<file path="src/rtl/sgc_pkg.sv">
package sgc_pkg;

   localparam int CAUSE_W = 3;
   localparam int ATTR_W  = 2;
   localparam int KIND_W  = 2;

   typedef enum logic [KIND_W-1:0] {
      K_DATA  = 2'd0,
      K_FETCH = 2'd1,
      K_BRNS  = 2'd2,
      K_RSVD  = 2'd3
   } kind_e;

   localparam logic [ATTR_W-1:0] A_NS  = 2'd0;
   localparam logic [ATTR_W-1:0] A_S   = 2'd1;
   localparam logic [ATTR_W-1:0] A_NSC = 2'd2;

   localparam logic [CAUSE_W-1:0] C_NONE    = 3'd0;
   localparam logic [CAUSE_W-1:0] C_ENTRY   = 3'd1;
   localparam logic [CAUSE_W-1:0] C_SDATA   = 3'd2;
   localparam logic [CAUSE_W-1:0] C_XFER    = 3'd3;
   localparam logic [CAUSE_W-1:0] C_SFETCH  = 3'd4;
   localparam logic [CAUSE_W-1:0] C_NSFETCH = 3'd5;

   typedef struct packed {
      logic               allow;
      logic               nsec;
      logic               fault;
      logic [CAUSE_W-1:0] cause;
   } verdict_t;

   localparam verdict_t VERDICT_RST = '{allow: 1'b0, nsec: 1'b1, fault: 1'b0, cause: C_NONE};

endpackage

</file>
<file path="src/rtl/sgc_rule_eval.sv">
module sgc_rule_eval
   import sgc_pkg::*;
#(
   parameter bit NSC_STRICT = 1'b1
) (
   input  logic [KIND_W-1:0] kind,
   input  logic              cur_secure,
   input  logic [ATTR_W-1:0] attr,
   input  logic              gw_match,
   input  logic              target_lsb,
   output verdict_t          verdict
);

   logic at_ns, at_nsc, at_sec;

   assign at_ns  = (attr == A_NS);
   assign at_nsc = (attr == A_NSC);
   assign at_sec = !at_ns && !at_nsc;

   function automatic verdict_t deny(input logic [CAUSE_W-1:0] c);
      verdict_t d;
      d.allow = 1'b0;
      d.nsec  = 1'b1;
      d.fault = 1'b1;
      d.cause = c;
      return d;
   endfunction

   always_comb begin
      verdict = '{allow: 1'b1, nsec: cur_secure, fault: 1'b0, cause: C_NONE};
      unique case (kind_e'(kind))
         K_FETCH: begin
            if (cur_secure) begin
               if (at_ns)
                  verdict = deny(C_NSFETCH);
               else if (at_nsc && !gw_match && NSC_STRICT)
                  verdict = deny(C_ENTRY);
            end else begin
               if (at_nsc) begin
                  if (gw_match) verdict.nsec = 1'b1;
                  else          verdict = deny(C_ENTRY);
               end else if (at_sec) begin
                  verdict = deny(C_SFETCH);
               end
            end
         end
         K_BRNS: begin
            if (cur_secure) begin
               if (target_lsb) verdict = deny(C_XFER);
               else            verdict.nsec = 1'b0;
            end
         end
         default: begin
            if (!cur_secure && !at_ns)
               verdict = deny(C_SDATA);
         end
      endcase
   end

endmodule

</file>
<file path="config.mk">
export PLATFORM = sky130hd
export DESIGN_NAME = sgc_rule_eval
export DESIGN_NICKNAME = d
export VERILOG_FILES = /design/src/rtl/sgc_pkg.sv /design/src/rtl/sgc_rule_eval.sv
export SDC_FILE = /design/constraint.sdc
export NUM_CORES = 1
export LEC_CHECK = 0
export ABC_AREA = 1
export BUFFER_PORTS_ARGS = -buffer_cell sky130_fd_sc_hd__buf_2
export CORE_AREA = 2 2 39 41
export DETAILED_ROUTE_END_ITERATION = 8
export DIE_AREA = 0 0 41 43
export SLEW_MARGIN = 5
export SYNTH_ARGS = -nofsm -noshare
export SYNTH_HDL_FRONTEND = slang
export SYNTH_SLANG_ARGS = --single-unit
</file>
<file path="constraint.sdc">
create_clock -name vclk -period 3.3
set_clock_uncertainty 0.2 [all_clocks]
set_input_delay 0.495 -clock vclk [all_inputs]
set_output_delay 0.495 -clock vclk [all_outputs]
set_load 0.01 [all_outputs]
</file>
==> results of run 1 <==
## report_power, final
group / switching [mW] / leakage, nW / internal, mW
clock network: 0 / 0 / 0
registers: 0 / 0 / 0
logic: 0.0212 / 0.172 / 0.0154
## worst max-delay path: cells and delay by family
family,cells,cell delay (ps)
simple gates,3,390
buf+inv,4,330
fa+ha+maj,1,300
## kinds of logic after synthesis
family / Yosys count
adders and majority gates: 2
and+or+nand+nor: 19
AOI/OAI and AO/OA: 5
buffers and inverters: 10
## cells in the final DEF, fill, tap and decap left out, types with 2 or more instances in the layout
cell	synthesis	final
a21oi_1	2	2
buf_2	0	13
ha_1	2	2
inv_1	8	8
inv_2	2	2
nand2_1	9	9
nand3_1	3	3
nor2_1	3	3
## how the worst max path moves through the flow
stage	from	slack, ps	endpoint
finish	kind[0]	1100	verdict[3]
detailed placement	kind[0]	1090	verdict[3]
floorplan	kind[0]	1340	verdict[3]
global route	kind[0]	970	verdict[3]
global placement	kind[0]	1080	verdict[3]
CTS	kind[0]	1090	verdict[3]
## final cells by class
class | count | area, um2
repair buffers | 13 | 65.1
inverters | 10 | 37.5
fillers | 167 | 1110
well taps | 16 | 20.0
multi-input cells | 26 | 149
## layer usage
layer / global-route usage / vias to the layer above / part of all wire
met5: 0 / - / 0
met4: 0 / 0 / 0
met3: 0 / 0 / 0.043
met2: 0.109 / 5 / 0.51
met1: 0.0886 / 108 / 0.45
li1: - / 139 / -
==> run summary, run 1 <==
Outcome: completed
Adder-Cell Fraction of Synth Area: 0.134
Max-cap viol count: 0
Sink of the worst hold path: verdict[4]
Reg area: 0 um2
Starting Density: 0.135
IO Port Bufs: 13
Ant diodes: 0
NumNets Final: 60
Post-DP HPWL: 425 um
Fmax: 454 MHz
Pre-antenna DRT Iters: 2
PostCTS Resize Cnt: 0
Slew @ Worst Pin: 224 ps
Synth Instances: 36
Seq cells: 0
First-pass GRT wire length: 862 um
Main combinational cell family by area after synthesis: simple AND/OR/NAND/NOR gates
Synthesis-to-layout area growth: 45.6%
Slew HR: 0.850
Vias/cell: 3.88
Pin count of the biggest net entering global routing: 6
Total wire length: 468 um
CTS Hold Bufs: 0
Core area: 1380 um2
Vias in the first global route: 248
Area leader, netlist: nand2_1
Crit Path Max Fanout: 4
Final Instance Area: 272 um2
Hold Path Stages: 4
Worst hold path type: input port to output port
Pre-CTS WS: 1090 ps
Setup ws final: 1100 ps
Worst stage delay on the critical path: 300 ps
Fin cells: 65
Dpl cells: 65
CP Class: input port to output port
Slowest stage cell on the critical path: ha_1
Worst-path cell chain: buf_2 > inv_1 > ha_1 > inv_1 > nor3_1 > nor2_1 > nand2_1 > buf_2
Clock buffer count: 0
WHS: 1190 ps
Crit path required time: 2600 ps
Count leader, synth: nand2_1
Final hold vios: 0
Placement Cell Area: 272 um2
Die Area: 1760 um2
DRC: 0
Final setup viols: 0
Crit path DAT: 1510 ps
Unrepaired setup endpoints after global routing: false
Initial antenna violation count: 0
Shortest period the worst path allows: 2200 ps
Yosys Warn Count: 0
Synth top area share: 0.181
Power Density: 135 nW/um2
GRT overflow: 0
Share of post-route cells with drive strength above 1: 0.367
Synth Area in Simple Gates: 0.503
Die H: 43 um
Fin util: 0.196
Endpoint class of the critical path: output port
Io pins: 13
Total Power: 0.0366 mW
Routed wire per std cell: 7.20 um
Sequential share of the synthesized area: 0
Post-CTS Setup Repair Bufs: 0
Compound-Gate Fraction of Synth Area: 0.161
Mux share of post-synthesis cell area: 0
Synth Area per Inst: 5.18 um2
Synthesized cell area: 186 um2
Leak pwr: 0.172 nW
Worst setup SP type: input port
Routability cong.: 0.765
Antenna viol nets, final: 0
Slew Limit Fails: 0
Detailed-route via count: 252
Post-route setup TNS: 0 ps
Syn nets: 45
Xor/xnor share of the synthesized area: 0
Peak supply drop: 0.0000292 V
1st-iter DRT viols: 4
Top cells by count, synth: nand2_1, inv_1, nand3_1, nor2_1
# rows: 14
Origin of the worst min-delay path: cur_secure
Ranking of synthesized cells by area: nand2_1, inv_1, ha_1
Total GRT Usage: 0.0629
Die Width: 41 um
Post-synth cell types: 14
Final period utilization: 0.667
No activity file was read; power rests on OpenSTA's default activity.
==> run 2: changes to the inputs <==
- clock period: 3.3 -> 1.8 ns (I/O delays scaled with it)
==> run 2 against run 1 <==
Hold slack worse by 440 ps. Die area did not move. Flip-flop and latch count stayed put. Cell count stayed put. Count of clock-buffer cells in the layout stayed put. Utilization rose by 0.54 points. Combinational power increased by 89%. Via count up 0.40%. Sequential share of layout area unchanged.
==> run summary, run 2 (same netlist as run 1, synthesis figures left out) <==
DRC: 0 (unchanged)
Slew HR: 0.881 (+0.0309)
Die Area: 1760 um2 (unchanged)
Most frequent cells in the layout: buf_2, nand2_1, inv_1
Max-cap viol count: 0 (unchanged)
# rows: 14 (unchanged)
CP delay by family, top: simple AND/OR/NAND/NOR gates
Unrepaired setup endpoints after global routing: true
First-pass GRT wire length: 848 um (-1.6%)
Total GRT Usage: 0.0619 (-0.000999)
Io pins: 13 (unchanged)
Worst setup SP type: input port
Starting Density: 0.135 (unchanged)
Outcome: completed
Final period utilization: 0.946
Pre-CTS WS: 31.7 ps (-1060 ps)
Setup ws final: 98.0 ps (-1000 ps)
Fmax: 588 MHz
Clock buffer count: 0 (unchanged)
Routed wire per std cell: 7.23 um (+0.43%)
Die Width: 41 um (unchanged)
Most used cell, CP: buf_2
Post-route setup TNS: 0 ps (unchanged)
1st-iter DRT viols: 1 (-3)
Final setup viols: 0 (unchanged)
Slew @ Worst Pin: 178 ps (-45.6 ps)
Crit Path Max Fanout: 4 (unchanged)
Pre-antenna DRT Iters: 3 (+1)
Most common cell after layout, fill and taps aside: buf_2
Worst stage delay on the critical path: 310 ps (about the same)
Buf/Inv on CP: 4 (unchanged)
Total Power: 0.0692 mW (+89%)
Origin of the worst min-delay path: cur_secure
Fillers: 165 (-1.2%)
Leak pwr: 0.171 nW (-0.24%)
Peak supply drop: 0.0000673 V (+130%)
CP Class: input port to output port
Reg area: 0 um2 (unchanged)
Ant diodes: 0 (unchanged)
Final hold vios: 0 (unchanged)
Share of post-route cells with drive strength above 1: 0.429 (+0.0612)
WHS: 752 ps (-441 ps)
Sink of the worst hold path: verdict[4]
Worst hold path type: input port to output port
IO Port Bufs: 13 (unchanged)
Crit path DAT: 1230 ps (-280 ps)
Post-CTS Setup Repair Bufs: 0 (unchanged)
Final Instance Area: 279 um2 (+2.8%)
Initial antenna violation count: 0 (unchanged)
Slowest stage cell on the critical path: ha_1
Total wire length: 470 um (+0.43%)
Power Density: 248 nW/um2 (+84%)
Antenna viol nets, final: 0 (unchanged)
Slew Limit Fails: 0 (unchanged)
Vias/cell: 3.89 (+0.40%)
Worst-path cell chain: buf_2 > inv_1 > ha_1 > inv_2 > nor3_2 > nor2_1 > nand2_1 > buf_2
GRT overflow: 0 (unchanged)
Vias in the first global route: 234 (-5.6%)
NumNets Final: 60 (unchanged)
Hold Path Stages: 4 (unchanged)
Die H: 43 um (unchanged)
Routability cong.: 0.735 (-3.9%)
Core area: 1380 um2 (unchanged)
Shortest period the worst path allows: 1700 ps
Crit path required time: 1330 ps (-1270 ps)
Post-DP HPWL: 418 um (-1.7%)
Seq cells: 0 (unchanged)
Detailed-route via count: 253 (+0.40%)
Multi-input logic area: 156 um2 (+5.0%)
Synthesis-to-layout area growth: 49.7%
Pin count of the biggest net entering global routing: 6 (unchanged)
Placement Cell Area: 272 um2 (unchanged)
Endpoint class of the critical path: output port
==> run 2: cell types whose count changed in the layout (fill, tap and decap cells not counted) <==
cell    before  now
nor2_1       3    2
nor2_2       0    1
inv_1        8    7
nor3_1       1    0
inv_2        2    3
nor3_2       0    1
==> run 2: final cells by class <==
type | count | area share
multi-input combinational | 26 | 0.561
timing repair buffer | 13 | 0.233
inverter | 10 | 0.135
tap | 16 | 0.0717
==> run 2: per-stage QoR <==
stage | cells | utilization
6_report | 65 | 0.202
5_1_grt | 65 | 0.202
2_1_floorplan | 36 | -
3_5_place_dp | 65 | 0.196
4_1_cts | 65 | 0.196
3_3_place_gp | 65 | 0.196
==> run 2: worst max-delay path by stage <==
stage	from	to	slack [ps]	depth (start not counted)
global route	kind[0]	verdict[3]	-10	9
detailed placement	kind[0]	verdict[3]	30	8
floorplan	kind[0]	verdict[3]	290	6
CTS	kind[0]	verdict[3]	30	8
global placement	kind[0]	verdict[3]	40	8
finish	kind[0]	verdict[3]	100	8
==> run 2: power by group <==
group,internal (mW),total [mW],switching [mW]
Sequential,0,0,0
Combinational,0.0290,0.0692,0.0402
Clock,0,0,0
Total,0.0290,0.0692,0.0402
==> run 2: routing by layer <==
metal / global-route usage / up-vias / part of all wire
li1: - / 140 / -
met1: 0.0886 / 108 / 0.46
met2: 0.106 / 5 / 0.49
met3: 0 / 0 / 0.049
met4: 0 / 0 / 0
met5: 0 / - / 0
==> run 2: what timing repair did <==
item                       CTS  global route
hold buffers                 0             0
setup endpoints to repair    0             4
resized for setup            0             3
